--- config.mk ---
export PLATFORM = sky130hd
export DESIGN_NAME = tag_check_unit
export DESIGN_NICKNAME = d
export VERILOG_FILES = /design/src/rtl/tcu_pkg.sv /design/src/rtl/tcu_tag_store.sv /design/src/rtl/tcu_fault_log.sv /design/src/rtl/tag_check_unit.sv
export SDC_FILE = /design/constraint.sdc
export NUM_CORES = 1
export LEC_CHECK = 0
export ABC_AREA = 1
export BUFFER_PORTS_ARGS = -buffer_cell sky130_fd_sc_hd__buf_2
export CAP_MARGIN = 10
export CORE_MARGIN = 4
export CORE_UTILIZATION = 52
export DETAILED_ROUTE_END_ITERATION = 16
export PLACE_DENSITY = 0.74
export SLEW_MARGIN = 20
export SYNTH_ARGS = -nofsm -noshare
export SYNTH_HDL_FRONTEND = slang
export SYNTH_SLANG_ARGS = --single-unit
--- constraint.sdc ---
create_clock -name clk -period 7.1 [get_ports clk]
set_input_delay 1.42 -clock clk [delete_from_list [all_inputs] [get_ports clk]]
set_output_delay 1.42 -clock clk [all_outputs]
set_load 0.01 [all_outputs]
--- src/rtl/tcu_pkg.sv ---
package tcu_pkg;
  localparam int unsigned KEY_W   = 4;
  localparam int unsigned KEY_LSB = 56;
  localparam int unsigned GRAN_LSB = 4;

  typedef enum logic {
    ROUTE_MEM = 1'b0,
    ROUTE_ERR = 1'b1
  } route_e;
endpackage

--- src/rtl/tcu_tag_store.sv ---
module tcu_tag_store #(
  parameter int unsigned GRANULES = 64,
  parameter int unsigned TAG_W    = 4,
  localparam int unsigned IDX_W   = $clog2(GRANULES)
) (
  input  logic             clk,
  input  logic             rst_n,
  input  logic             wr_en,
  input  logic [IDX_W-1:0] wr_idx,
  input  logic [TAG_W-1:0] wr_tag,
  input  logic [IDX_W-1:0] rd_idx,
  output logic [TAG_W-1:0] rd_tag
);
  logic [TAG_W-1:0] lock_q [GRANULES];

  // one register per granule; a same-edge read sees the value before the write
  for (genvar g = 0; g < GRANULES; g++) begin : g_lock
    always_ff @(posedge clk) begin
      if (!rst_n)
        lock_q[g] <= '0;
      else if (wr_en && wr_idx == IDX_W'(g))
        lock_q[g] <= wr_tag;
    end
  end

  assign rd_tag = lock_q[rd_idx];
endmodule

--- src/rtl/tcu_fault_log.sv ---
module tcu_fault_log #(
  parameter int unsigned ADDR_W = 64
) (
  input  logic              clk,
  input  logic              rst_n,
  input  logic              clr,
  input  logic              hit,
  input  logic [ADDR_W-1:0] hit_addr,
  output logic              flag,
  output logic [ADDR_W-1:0] addr
);
  always_ff @(posedge clk) begin
    if (!rst_n) begin
      flag <= 1'b0;
      addr <= '0;
    end else if (hit && (clr || !flag)) begin
      flag <= 1'b1;
      addr <= hit_addr;
    end else if (clr) begin
      flag <= 1'b0;
    end
  end


  sticky_addr_chk: assert property (@(posedge clk) disable iff (!rst_n)
    flag && !clr |=> flag && $stable(addr));


  clear_drop_chk: assert property (@(posedge clk) disable iff (!rst_n)
    clr && !hit |=> !flag);
endmodule

--- src/rtl/tag_check_unit.sv ---
module tag_check_unit #(
  parameter int unsigned ADDR_W   = 64,
  parameter int unsigned ID_W     = 4,
  parameter int unsigned GRANULES = 64,
  localparam int unsigned IDX_W   = $clog2(GRANULES),
  localparam int unsigned TAG_W   = tcu_pkg::KEY_W
) (
  input  logic              clk,
  input  logic              rst_n,
  input  logic              chk_en,
  input  logic              async_mode,
  input  logic              req_valid,
  output logic              req_ready,
  input  logic [ADDR_W-1:0] req_addr,
  input  logic [ID_W-1:0]   req_id,
  input  logic              req_store,
  output logic              mem_valid,
  input  logic              mem_ready,
  output logic [ADDR_W-1:0] mem_addr,
  output logic [ID_W-1:0]   mem_id,
  output logic              mem_store,
  output logic              err_valid,
  input  logic              err_ready,
  output logic [ADDR_W-1:0] err_addr,
  output logic [ID_W-1:0]   err_id,
  input  logic              tw_valid,
  input  logic [IDX_W-1:0]  tw_gran,
  input  logic [TAG_W-1:0]  tw_tag,
  input  logic              st_clr,
  output logic              st_fault,
  output logic [ADDR_W-1:0] st_addr
);
  import tcu_pkg::*;

  logic [TAG_W-1:0]  key, lock;
  logic [IDX_W-1:0]  gran;
  logic              mismatch, accept, drain;
  logic              full_q;
  route_e            route_q;
  logic [ADDR_W-1:0] addr_q;
  logic [ID_W-1:0]   id_q;
  logic              store_q;

  assign key  = req_addr[KEY_LSB +: TAG_W];
  assign gran = req_addr[GRAN_LSB +: IDX_W];

  tcu_tag_store #(.GRANULES(GRANULES), .TAG_W(TAG_W)) u_store (
    .clk    (clk),
    .rst_n  (rst_n),
    .wr_en  (tw_valid),
    .wr_idx (tw_gran),
    .wr_tag (tw_tag),
    .rd_idx (gran),
    .rd_tag (lock)
  );

  assign mismatch  = chk_en && (key != lock);
  assign drain     = full_q && ((route_q == ROUTE_ERR) ? err_ready : mem_ready);
  assign req_ready = !full_q || drain;
  assign accept    = req_valid && req_ready;

  always_ff @(posedge clk) begin
    if (!rst_n) begin
      full_q  <= 1'b0;
      route_q <= ROUTE_MEM;
      addr_q  <= '0;
      id_q    <= '0;
      store_q <= 1'b0;
    end else if (accept) begin
      full_q  <= 1'b1;
      route_q <= (mismatch && !async_mode) ? ROUTE_ERR : ROUTE_MEM;
      addr_q  <= req_addr;
      id_q    <= req_id;
      store_q <= req_store;
    end else if (drain) begin
      full_q  <= 1'b0;
    end
  end

  assign mem_valid = full_q && (route_q == ROUTE_MEM);
  assign err_valid = full_q && (route_q == ROUTE_ERR);
  assign mem_addr  = addr_q;
  assign mem_id    = id_q;
  assign mem_store = store_q;
  assign err_addr  = addr_q;
  assign err_id    = id_q;

  tcu_fault_log #(.ADDR_W(ADDR_W)) u_log (
    .clk      (clk),
    .rst_n    (rst_n),
    .clr      (st_clr),
    .hit      (accept && mismatch && async_mode),
    .hit_addr (req_addr),
    .flag     (st_fault),
    .addr     (st_addr)
  );


  one_route_chk: assert property (@(posedge clk) disable iff (!rst_n)
    !(mem_valid && err_valid));


  mem_hold_chk: assert property (@(posedge clk) disable iff (!rst_n)
    mem_valid && !mem_ready |=> mem_valid && $stable(mem_addr) && $stable(mem_id));


  err_hold_chk: assert property (@(posedge clk) disable iff (!rst_n)
    err_valid && !err_ready |=> err_valid && $stable(err_addr) && $stable(err_id));


  one_cycle_chk: assert property (@(posedge clk) disable iff (!rst_n)
    req_valid && req_ready |=> mem_valid || err_valid);


  off_pass_chk: assert property (@(posedge clk) disable iff (!rst_n)
    req_valid && req_ready && !chk_en |=> mem_valid);
endmodule

# == Word level (Yosys, flattened, before mapping) ==
# Memory sizes are Yosys's and may differ from the RTL's.
# Cells that the tools add are included.
# classes
addsub,0
n_mul,0
n_div,0
order_cmp,0
n_eq_ne,64
n_shift,0
n_mux,263
bitwise,65
n_reduce_logical,81
# ops
op,n
$mux 4,64
$mux 1,199
$eq 6x6->1 const B,32
$eq 6x5->1 const B,16
$logic_and 1x1->1,73
$or 1x1->1,64
$eq 6x4->1 const B,8
$eq 6x3->1 const B,4
$eq 6x2->1 const B,2
$eq 6x1->1 const B,1
$logic_not 6->1,1
$ne 4x4->1,1
$reduce_bool 2->1,2
$logic_not 1->1,3
$logic_or 1x1->1,2
$not 1->1,1
# totals
regBits,136
latch_bits,0
ram_bits,256
romBits,0
inputBits,88
out_inout_bits,205
elab_cells,481
mem_count,1
# memory_table
name,words,word_bits,read_ports,rd_clocked_by_memory_dff,wr,line_no,source
u_store.lock_q,64,4,1,0,64,tcu_tag_store.sv:14,logic [TAG_W-1:0] lock_q [GRANULES];

# == Longest topological paths before layout ==
# Gate-level depths: netlist (run 1).
# depth
depth_word,8
mapped_depth,22
mapped_depth_nobuf,18

# == By module ==
# Synthesis (run 1) repeated with hierarchy kept, for this count alone.
# unflattened
hier_cells,2227
area_unflattened_um2,18562.8
# modules_own_cells
module,instances,cells_each,area_per_inst_um2,seq_area_each_um2
tcu_tag_store,1,1384,12385.6,7687.4
tag_check_unit,1,419,3238.1,1421.4
tcu_fault_log,1,424,2939.1,1301.2

# == Worst setup path after synthesis (run 1) ==
# Ideal clock, no wire load.
# synth_timing
path_kind,input port to flip-flop
from,input req_addr[6]
to,register u_log.addr[8]
setup_time_ns,0.113
t_arrival_ns,3.134
required_time_ns,6.987
slack_ns,3.853
path_stages,18
n_path_buf,4
cell_sequence,buf_2 inv_1 buf_1 nand3_1 nand2_1 nand2_1 nand3_1 nand3_1 nand3_1 nand2_1 nor2_1 nand2_1 nand4_2 buf_4 buf_2 nand2_1 nand2_1 nor2_1
# synth_between
elab_chain_len,6
# synth_rtl
item,line_no,source
from (decl),tag_check_unit.sv:14,"input logic [ADDR_W-1:0] req_addr,"
$mem_v2 64x4,--,
$ne 4x4->1,tag_check_unit.sv:57,assign mismatch = chk_en && (key != lock);
$logic_and 1x1->1,tag_check_unit.sv:57,
$logic_and 1x1->1 (2 in series),tag_check_unit.sv:92,".hit (accept && mismatch && async_mode),"
$logic_and 1x1->1,tcu_fault_log.sv:16,end else if (hit && (clr || !flag)) begin
to (signal assigned),tcu_fault_log.sv:18,addr <= hit_addr;
to (decl),tcu_fault_log.sv:10,output logic [ADDR_W-1:0] addr
# Every way passes these cells.
# A chain may end at the register's enable or synchronous reset.

# == Worst setup path in the final report (run 1) ==
# layout_timing
from,input req_addr[4]
to,register u_log.addr[1]
# The elaborated chain is that of the path after synthesis.

==> summary.txt, run 1 <==
Outcome
  • Status: complete, no violations

Logic synthesis
  • Mean Syn Cell Area: about 8 sq um
  • Sequential area share after synthesis: around 58%
  • Net Count, Synth: approximately 2,300
  • Synth top area cells: edfxtp_1, dfxtp_1, nand2_1, nor2_1, nand3_1
  • Syn. warnings: 0
  • Mapped Cells: 2,182
  • Synth top area share: between 40% and 50%
  • Netlist cell types: 17
  • Cell taking the most area after synthesis: edfxtp_1
  • Syn Std Cell Area: roughly 0.018 sq mm
  • Seq cells post-synth: 392

Floorplanning
  • Num ports: between 200 and 300
  • Core ar.: ~0.034 sq mm
  • Row cnt: 67
  • Die Height: roughly 190 microns
  • Die W: approximately 190 microns
  • Full die area: between 0.03 and 0.04 sq mm
  • Initial Util: 53.2%

STA
  • Post-route minimum period: 5.01 ns
  • Slew @ Worst Pin: roughly 1.1 ns
  • Setup Skew: between 0.015 and 0.02 ns
  • Final Hold Vio Count: 0
  • Final Cycle Share: between 70 and 80%
  • Max Transition Viols Final: 0
  • RSZ-0062 raised after global routing: no
  • Slew headroom: between 20% and 30%
  • Max Freq: 0.199 GHz
  • Setup TNS: 0 ns
  • Setup Viol. Count Final: 0

Detailed routing
  • Drt drc: 0
  • Routed len/inst: ~17 microns
  • Via density: around 5.3
  • Via count: 14,972
  • Drt first-iter violations: 1,317
  • First-pass iteration count of the detailed router: 6
  • WL final: 48,400 microns
  • Detail Route Antenna Nets: 0

Finish
  • Core Util, Final: between 60 and 70%
  • Most frequent cells in the layout: nand2_1, nor2_1, buf_2, nand3_1, edfxtp_1
  • Share of cells above drive strength 1: between 10% and 20%
  • Commonest non-fill, non-tap cell in the layout: nand2_1
  • Synth-to-Final Area Change: 13.4%
  • Post-layout nets: roughly 2,400

Power
  • Leak: a little over 9 nW
  • Pint: a little under 4 mW
  • Power Density: 259 mW/mm^2
  • Sequential share of power: 49.6%
  • VDD IR-drop max: about 0.17 mV
  • Clk pwr share: between 30% and 40%
  • Switching Share: roughly a quarter
  • Psw: roughly 1.3 mW
  • Gate power share: a little over a tenth

Clock network
  • Worst-Skew Late Latency: roughly 0.54 ns
  • Post-cts sizing count: 0
  • H-tree Lvls: 2
  • CTS Buf Count: between 40 and 50
  • CTS Hold Bufs: 0
  • Clk sinks: 392
  • Max Root-Sink Buffers: 3
  • CTS root buffer: clkbuf_16
  • Postcts setup bufs: 0
  • Reg clk slew, reported paths: approximately 0.060 ns
  • CTS tree: done

Place
  • Post-DP HPWL: roughly 32,000 microns
  • Routability cong.: between 0.9 and 1
  • Port bufs: ~290

Worst setup path
  • CP Data Required Time: roughly 7.5 ns
  • CP Capture Type: register
  • RR Endpoint: u_log.addr[1]$_SDFFE_PN0P_
  • WP data arrival: 5.43 ns
  • Worst r2r src: u_store.lock_q[63][1]$_SDFFCE_PN0P_
  • Reg2reg path depth: 17
  • Reg-to-reg setup timing slack: 4.36 ns
  • CP Launch Type: input port
  • Setup Crit Path Kind: in -> reg
  • Worst-path fanout max: 129

Hold path
  • Hold Path Class: reg -> reg
  • Hold_sp: mem_store$_SDFFE_PN0P_
  • WHS Endpoint: mem_store$_SDFFE_PN0P_
  • WHS Path Cells: 2

Global route
  • Vias in the first global route: between 10,000 and 15,000
  • Gr ovfl total: 0
  • First-pass GRT wire length: 76,300 microns
  • All-Layer GR Usage: 24.8%
  • Largest net degree at the start of global routing: 130
  • Antenna violations before repair: 1

Job
  • MaxCap Viol Count: 0
[synth_stat cells]
master / n
o21ai_0: 96
buf_4: 71
a21oi_1: 13
clkbuf_1: 73
buf_2: 50
dfxtp_1: 136
inv_1: 100
nand4_2: 1
clkinv_1: 3
buf_1: 17
nand3_1: 284
nor3_1: 5
inv_2: 5
edfxtp_1: 256
nor2_1: 528
nand2_1: 543
nand3b_1: 1
[cell families (layout without fill, tap and decap cells)]
group | count (synthesis) | in the layout | synth area share [%]
flops | 392 | 392 | 57.9
simple gates | 1362 | 1362 | 30.5
compound gates | 109 | 109 | 3.04
other cells | 0 | 1 | 0
buf+inv | 319 | 493 | 8.50
[layer usage]
layer  global-route usage, %  routed length, microns
met5                       0                       0
met3                    4.43                    4050
met4                    9.06                    1590
met2                    43.3                   23800
met1                    31.2                   19000
[final cells by class]
cell class,count,area [sq um]
antenna,1,2.50
clock buffer,60,1200
clock inverter,15,110
fill,2912,13400
inverter,108,412
multi-input combinational,1471,6070
sequential,392,10400
tap,448,561
timing repair buffer,310,1610
[critical path, stage by stage]
cell	delay, ns
buf_4	0.35
clkinv_2	0.80
buf_4	0.52
nand2_1	0.10
nand3_1	0.11
nand3_1	0.14
nand2_1	0.06
nand2_1	0.05
nand3_1	0.12
nand3_1	0.18
nand2_1	0.08
nand2_1	0.06
nand2_1	0.05
nor2_1	0.10
nand2_1	0.14
nand4_4	0.10
buf_6	0.62
nand2_1	0.13
nand2_1	0.09
nor2_1	0.05
[power groups by stage]
stage	clock network (mW)	logic, mW	registers [mW]
6_report	2.08	0.580	2.62
5_1_grt	2.19	0.643	2.63
4_1_cts	2.11	0.580	2.62
3_5_place_dp	0	0.577	2.67
3_3_place_gp	0	0.568	2.66
2_1_floorplan	0	0.370	2.68
[flip-flops by register name (all words and copies together), names as in the netlist]
name	flops
u_store.lock_q	256
u_log.addr	64
full_q	1
err_id	4
err_addr	64
route_q	1
u_log.flag	1
mem_store	1
[how the worst max path moves through the flow]
| stage | startpoint | end | cells past startpoint |
|---|---|---|---|
| after floorplan | req_addr[6] | u_log.addr[8]$_SDFFE_PN0P_ | 18 |
| after global placement | req_addr[4] | u_log.addr[27]$_SDFFE_PN0P_ | 20 |
| after detailed placement | req_addr[4] | u_log.addr[11]$_SDFFE_PN0P_ | 20 |
| after CTS | req_addr[4] | u_log.addr[1]$_SDFFE_PN0P_ | 20 |
| after global routing | req_addr[4] | u_log.addr[13]$_SDFFE_PN0P_ | 20 |
| final | req_addr[4] | u_log.addr[1]$_SDFFE_PN0P_ | 20 |
[per-stage QoR]
step                      cell area (sq um)  hold WS (ns)  setup slack (ns)  instances  power [mW]
after floorplan                       18000         0.472              3.85       2182        3.05
after global placement                19000         0.459              1.46       2729        3.23
after detailed placement              19100         0.467              1.34       2729        3.24
after CTS                             20400         0.481              1.88       2804        5.31
after global routing                  20400         0.505              1.66       2805        5.47
final                                 20400         0.476              2.09       2805        5.28
No activity file was read; power rests on OpenSTA's default activity.
==> inputs of run 2 (changes only) <==
--- a/config.mk
+++ b/config.mk
@@ -5,7 +5,7 @@
 export SDC_FILE = /design/constraint.sdc
 export NUM_CORES = 1
 export LEC_CHECK = 0
-export ABC_AREA = 1
+export ABC_AREA = 0
 export BUFFER_PORTS_ARGS = -buffer_cell sky130_fd_sc_hd__buf_2
 export CAP_MARGIN = 10
 export CORE_MARGIN = 4
==> constraint.sdc (replaced) <==
create_clock -name clk -period 5.1 [get_ports clk]
set_input_delay 1.02 -clock clk [delete_from_list [all_inputs] [get_ports clk]]
set_output_delay 1.02 -clock clk [all_outputs]
set_load 0.01 [all_outputs]
==> summary.txt, run 2 <==
Place
  • Post-DP HPWL: 34,900 microns
  • Placed cells: roughly 2,200
  • Port bufs: between 200 and 300
  • Routability cong.: about 0.94
  • Post-placement cell area: ~0.019 sq mm

Logic synthesis
  • Number of synthesized flops with an enable pin: roughly 260
  • Synth cell count leaders: nand2_1, and2_1, edfxtp_1
  • Syn Std Cell Area: 0.0181 sq mm
  • Fraction of registers with async set or reset after synthesis: 0%
  • Seq cells post-synth: between 300 and 400
  • Synth top area cells: edfxtp_1, dfxtp_1, and2_1, mux2i_1, nand2_1
  • Cell taking the most area after synthesis: edfxtp_1
  • Synth top area share: between 40% and 50%
  • Syn. warnings: 0
  • Net Count, Synth: approximately 1,700
  • Mapped Cells: between 1,500 and 2,000
  • Ys flop type: edfxtp_1
  • Most frequent cell after synthesis: nand2_1
  • Netlist cell types: 46
  • Sequential area share after synthesis: between 50% and 60%
  • Mean Syn Cell Area: 11.2 sq um

Worst setup path
  • Cells along the critical path: buf_2 > buf_4 > or3b_2 > o22ai_1 > nor2_1 > a21oi_1 > a211oi_2 > xnor2_1 > nor4_2 > nor3_2 > buf_4 > mux2i_1
  • WP data arrival: between 4 and 5 ns
  • CP most frequent cell: buf_4
  • Reg2reg path depth: 10
  • RR Endpoint: u_log.addr[4]$_SDFFE_PN0P_
  • CP Data Required Time: 5.49 ns
  • Setup Crit Path Kind: in -> reg
  • Worst r2r src: u_store.lock_q[30][3]$_SDFFCE_PN0P_
  • Largest stage delay, worst path: 0.59 ns
  • Worst-path fanout max: between 40 and 50
  • CP max stage cell: nor4_2
  • CP Capture Type: register
  • Reg-to-reg setup timing slack: 1.48 ns
  • CP Launch Type: input port

STA
  • Final Cycle Share: roughly four fifths
  • Setup Skew: just under 0.02 ns
  • RSZ-0062 raised after global routing: no
  • Max Freq: approximately 0.24 GHz
  • Slew @ Worst Pin: 1.00 ns
  • Slew headroom: between 30% and 40%
  • Post-route minimum period: 4.09 ns
  • Max Transition Viols Final: 0
  • Final Hold Vio Count: 0
  • Setup Viol. Count Final: 0
  • Setup TNS: 0 ns

Clock network
  • Max Root-Sink Buffers: 3
  • CTS root buffer: clkbuf_16
  • Postcts setup bufs: 0
  • Clk sinks: about 390
  • Post-cts sizing count: 0
  • CTS tree: done
  • H-tree Lvls: 2
  • Reg clk slew, reported paths: approximately 0.060 ns
  • Worst-Skew Late Latency: ~0.54 ns
  • CTS Hold Bufs: 0
  • CTS Buf Count: 41

Hold path
  • WHS Endpoint: u_log.addr[35]$_SDFFE_PN0P_
  • Hold Path Class: reg -> reg
  • WHS Path Cells: 2
  • Hold_sp: u_log.addr[35]$_SDFFE_PN0P_

Floorplanning
  • Row cnt: between 60 and 70
  • Die W: around 200 microns
  • Die Height: 194 microns
  • Initial Util: 52.5%
  • Core ar.: between 0.03 and 0.04 sq mm
  • Num ports: 293
  • Full die area: 0.0378 sq mm

Global route
  • Largest net degree at the start of global routing: 123
  • Antenna violations before repair: 6
  • All-Layer GR Usage: 25.5%
  • First-pass GRT wire length: roughly 75,000 microns
  • Gr ovfl total: 0
  • Vias in the first global route: 12,458

Detailed routing
  • Via density: around 5.7
  • Detail Route Antenna Nets: 0
  • Routed len/inst: ~22 microns
  • Via count: between 10,000 and 15,000
  • WL final: ~50,000 microns
  • Drt first-iter violations: 1,057
  • First-pass iteration count of the detailed router: 5
  • Drt drc: 0

Finish
  • Synth-to-Final Area Change: 14.0%
  • Post-layout nets: between 1,500 and 2,000
  • Layout Cells excl Fill: between 2,000 and 2,500
  • Commonest non-fill, non-tap cell in the layout: buf_2
  • Share of cells above drive strength 1: a little under a quarter
  • Most frequent cells in the layout: buf_2, nand2_1, and2_1, edfxtp_1, dfxtp_1
  • Final instance area: between 0.02 and 0.025 sq mm
  • Max reg flops: around 260
  • Largest Register: u_store.lock_q

Power
  • VDD IR-drop max: around 0.24 mV
  • Power Density: 350 mW/mm^2
  • Leak: around 8.2 nW

Job
  • MaxCap Viol Count: 0

Outcome
  • Status: complete, no violations
[run 2: changes by cell type in the layout (fill, tap and decap cells not counted), sizes merged, moves of 11 or more]
cell | before | now
nand3 | 284 | 18
a21oi | 13 | 73
mux2i | 0 | 127
inv | 105 | 5
nor2 | 528 | 76
mux4 | 0 | 41
a22oi | 0 | 11
nand2 | 543 | 290
and2 | 0 | 260
o21ai | 96 | 65
[run 2: logic make-up after synthesis]
kind of cell | share of synthesized area [%]
and+or+nand+nor | 18.3
DFF | 57.6
buffers and inverters | 5.94
AOI/OAI and AO/OA | 5.47
muxes | 12.4
xor gates and xnor gates | 0.291
[run 2: worst max-delay path: cells and delay by family]
family                    cells  cell delay (ns)
xor gates and xnor gates      1             0.16
AOI/OAI and AO/OA             3             0.68
and+or+nand+nor               4             1.25
buffers and inverters         3             1.08
muxes                         1             0.22
[run 2: worst max-delay path by stage]
stage                      startpoint                          to  slack, ns  cells past startpoint
after floorplan           req_addr[6]  u_log.addr[7]$_SDFFE_PN0P_       1.57                     15
after global placement    req_addr[6]  u_log.addr[5]$_SDFFE_PN0P_       0.65                     12
after detailed placement  req_addr[6]  u_log.addr[4]$_SDFFE_PN0P_       0.50                     12
after CTS                 req_addr[6]  u_log.addr[4]$_SDFFE_PN0P_       1.06                     12
after global routing      req_addr[6]  u_log.addr[4]$_SDFFE_PN0P_       0.85                     12
final                     req_addr[4]  u_log.addr[4]$_SDFFE_PN0P_       1.01                     12
[run 2: layout make-up]
class	instances	area (sq um)
Timing Repair Buffer	317	1710
Tap cell	455	569
Clock buffer	55	1150
Fill cell	2823	13800
Multi-Input combinational cell	1031	6610
Inverter	4	15.0
Clock inverter	15	136
Antenna cell	6	15.0
Sequential cell	392	10400
[run 2: through the flow]
| stage | setup slack (ns) | util (%) | total power [mW] | hold slack (ns) |
|---|---|---|---|---|
| 4_1_cts | 1.06 | 59.8 | 7.24 | 0.453 |
| 5_1_grt | 0.850 | 59.8 | 7.44 | 0.480 |
| 6_report | 1.01 | 59.8 | 7.22 | 0.454 |
| 3_3_place_gp | 0.648 | 56.0 | 4.38 | 0.440 |
| 2_1_floorplan | 1.57 | - | 4.12 | 0.478 |
| 3_5_place_dp | 0.496 | 56.0 | 4.40 | 0.445 |
[run 2: metal layers]
metal	vias to the layer above	global-route usage (%)	share of wire, %
met1	6216	33.8	39
met4	2	9.32	3.6
li1	5868	-	-
met3	113	6.53	10
met2	672	41.0	47
met5	-	0	0.024
[run 2: report_power, final]
group	switching, mW	internal, mW
sequential	0.0899	3.54
combinational	0.441	0.262
clock	1.20	1.68
total	1.73	5.48
==> inputs of run 3 (changes only) <==
--- a/config.mk
+++ b/config.mk
@@ -5,7 +5,7 @@
 export SDC_FILE = /design/constraint.sdc
 export NUM_CORES = 1
 export LEC_CHECK = 0
-export ABC_AREA = 0
+export ABC_AREA = 1
 export BUFFER_PORTS_ARGS = -buffer_cell sky130_fd_sc_hd__buf_2
 export CAP_MARGIN = 10
 export CORE_MARGIN = 4
==> constraint.sdc (replaced) <==
create_clock -name clk -period 3.9 [get_ports clk]
set_input_delay 0.78 -clock clk [delete_from_list [all_inputs] [get_ports clk]]
set_output_delay 0.78 -clock clk [all_outputs]
set_load 0.01 [all_outputs]
==> summary.txt, run 3 (synthesized netlist as in run 1, its figures left out) <==
STA
  • Setup Skew: 0.0226 ns
  • RSZ-0062 raised after global routing: no
  • Max Transition Viols Final: 0
  • Final Cycle Share: ~76%
  • Final Hold Vio Count: 0
  • Slew headroom: between 30% and 40%
  • Setup ws final: 0.928 ns
  • Setup Viol. Count Final: 0
  • Setup TNS: 0 ns
  • Post-route minimum period: between 2 and 3 ns
  • Slew @ Worst Pin: 1.03 ns
  • Max Freq: ~0.34 GHz

Floorplanning
  • Core ar.: ~0.034 sq mm
  • Die W: between 150 and 200 microns
  • Initial Util: between 50% and 60%
  • Num ports: 293
  • Full die area: between 0.03 and 0.04 sq mm
  • Row cnt: between 60 and 70
  • Die Height: between 150 and 200 microns

Worst setup path
  • RR Endpoint: u_log.addr[27]$_SDFFE_PN0P_
  • Cells along the critical path: buf_4 > buf_12 > nand2_1 > nand3_1 > nand3_1 > nand2_1 > nand2_1 > nand3_1 > nand3_1 > nand3_1 > nand2_1 > nor2_1 > nand2_1 > nand4_4 > buf_12 > nand2_1 > nand2_1 > nor2_1
  • CP Capture Type: register
  • Largest stage delay, worst path: 0.34 ns
  • WP data arrival: 3.39 ns
  • CP Launch Type: input port
  • Reg-to-reg setup timing slack: between 1 and 1.5 ns
  • Setup Crit Path Kind: in -> reg
  • Reg2reg path depth: 17
  • CP most frequent cell: nand2_1
  • CP Buf/Inv Count: 3
  • CP Data Required Time: 4.32 ns
  • CP max stage cell: buf_12
  • Worst-path fanout max: between 90 and 100
  • Worst path top cell family by delay: simple AND/OR/NAND/NOR gates
  • Worst r2r src: u_store.lock_q[15][1]$_SDFFCE_PN0P_

Clock network
  • CTS Hold Bufs: 0
  • Worst-Skew Late Latency: 0.54 ns
  • H-tree Lvls: 2
  • Max Root-Sink Buffers: 3
  • Clk sinks: between 300 and 400
  • CTS root buffer: clkbuf_16
  • Postcts setup bufs: 0
  • CTS tree: done
  • Reg clk slew, reported paths: ~0.060 ns
  • Post-cts sizing count: 0
  • CTS Buf Count: 40

Detailed routing
  • Drt drc: 0
  • Met1 Routed Length: ~19,000 microns
  • First-pass iteration count of the detailed router: 5
  • Via density: ~5.4
  • Drt first-iter violations: 1,562
  • Length of routed met2 wiring: approximately 24,000 microns
  • Met3 WL: about 4300 microns
  • Max Used Layer: met4
  • Via count: 15,134
  • Routed len/inst: between 15 and 20 microns
  • WL final: slightly below 50,000 microns
  • Detail Route Antenna Nets: 0

Place
  • Routability cong.: between 0.8 and 0.9
  • Post-placement cell area: about 0.019 sq mm
  • Setup WS pre-CTS: approximately 0.45 ns
  • Post-DP HPWL: 32,900 microns
  • Port bufs: roughly 290

Finish
  • Synth-to-Final Area Change: 14.5%
  • Commonest non-fill, non-tap cell in the layout: nand2_1
  • Post-layout nets: around 2,400
  • Max reg flops: roughly 260
  • Final instance area: ~0.021 sq mm
  • Antenna diodes: 0
  • Most frequent cells in the layout: nand2_1, nor2_1, buf_2, nand3_1, edfxtp_1
  • Share of cells above drive strength 1: ~17%
  • Core Util, Final: 60.9%
  • Largest Register: u_store.lock_q

Hold path
  • WHS Path Cells: 3
  • Hold_sp: req_addr[41]
  • WHS Endpoint: u_log.addr[41]$_SDFFE_PN0P_
  • Hold Path Class: in -> reg

Power
  • Power Density: roughly 470 mW/mm^2
  • VDD IR-drop max: about 0.29 mV
  • Overall power: slightly below 10 mW
  • Leak: around 9.3 nW

Job
  • MaxCap Viol Count: 0

Global route
  • Gr ovfl total: 0
  • First-pass GRT wire length: between 70,000 and 80,000 microns
  • Vias in the first global route: around 14,000
  • All-Layer GR Usage: around a quarter
  • Antenna violations before repair: 0
  • Largest net degree at the start of global routing: a little over 90

Outcome
  • Status: complete, no violations
run 3: worst reg2reg max path, stage by stage, from the launching register on:
cell      delay, ns
edfxtp_1       0.39
nand2_1        0.09
nand3_1        0.09
nand3_1        0.11
nand2_1        0.09
nand2_1        0.07
nand3_1        0.07
nand3_1        0.16
nand2_1        0.07
nand2_1        0.06
nand2_1        0.04
nor2_1         0.21
nand2_1        0.15
nand4_4        0.22
buf_12         0.30
nand2_1        0.11
nand2_1        0.07
nor2_1         0.04
run 3: worst max path at each step:
stage                startpoint                           to  slack (ns)  depth (start not counted)
finish              req_addr[4]  u_log.addr[27]$_SDFFE_PN0P_        0.93                         18
global route        req_addr[4]  u_log.addr[19]$_SDFFE_PN0P_        0.68                         20
CTS                 req_addr[4]   u_log.addr[1]$_SDFFE_PN0P_        0.99                         18
detailed placement  req_addr[4]   u_log.addr[1]$_SDFFE_PN0P_        0.45                         18
global placement    req_addr[4]  u_log.addr[27]$_SDFFE_PN0P_        0.51                         19
floorplan           req_addr[6]   u_log.addr[8]$_SDFFE_PN0P_        1.29                         18
run 3: through the flow:
stage	hold slack, ns	std cells
floorplan	0.472	2182
global placement	0.461	2746
detailed placement	0.481	2746
CTS	0.475	2817
global route	0.486	2817
finish	0.491	2817
run 3: power breakdown:
group	internal, mW	total, mW	switching, mW
combinational	0.346	1.09	0.742
sequential	4.66	4.77	0.113
clock	2.23	3.77	1.54
total	7.23	9.63	2.40
run 3: layout make-up:
class / count / area (sq um)
Clock buffer: 52 / 1090
Fill cell: 2889 / 13200
Clock inverter: 19 / 191
Tap cell: 448 / 561
Sequential cell: 392 / 10400
Timing Repair Buffer: 327 / 1860
Multi-Input combinational cell: 1471 / 6060
Inverter: 108 / 408
run 3: routing by layer:
metal  up-vias  track usage, %
met3       112            4.41
met1      7005            31.9
met4         0            8.54
met5         -               0
li1       7283               -
met2       734            43.8
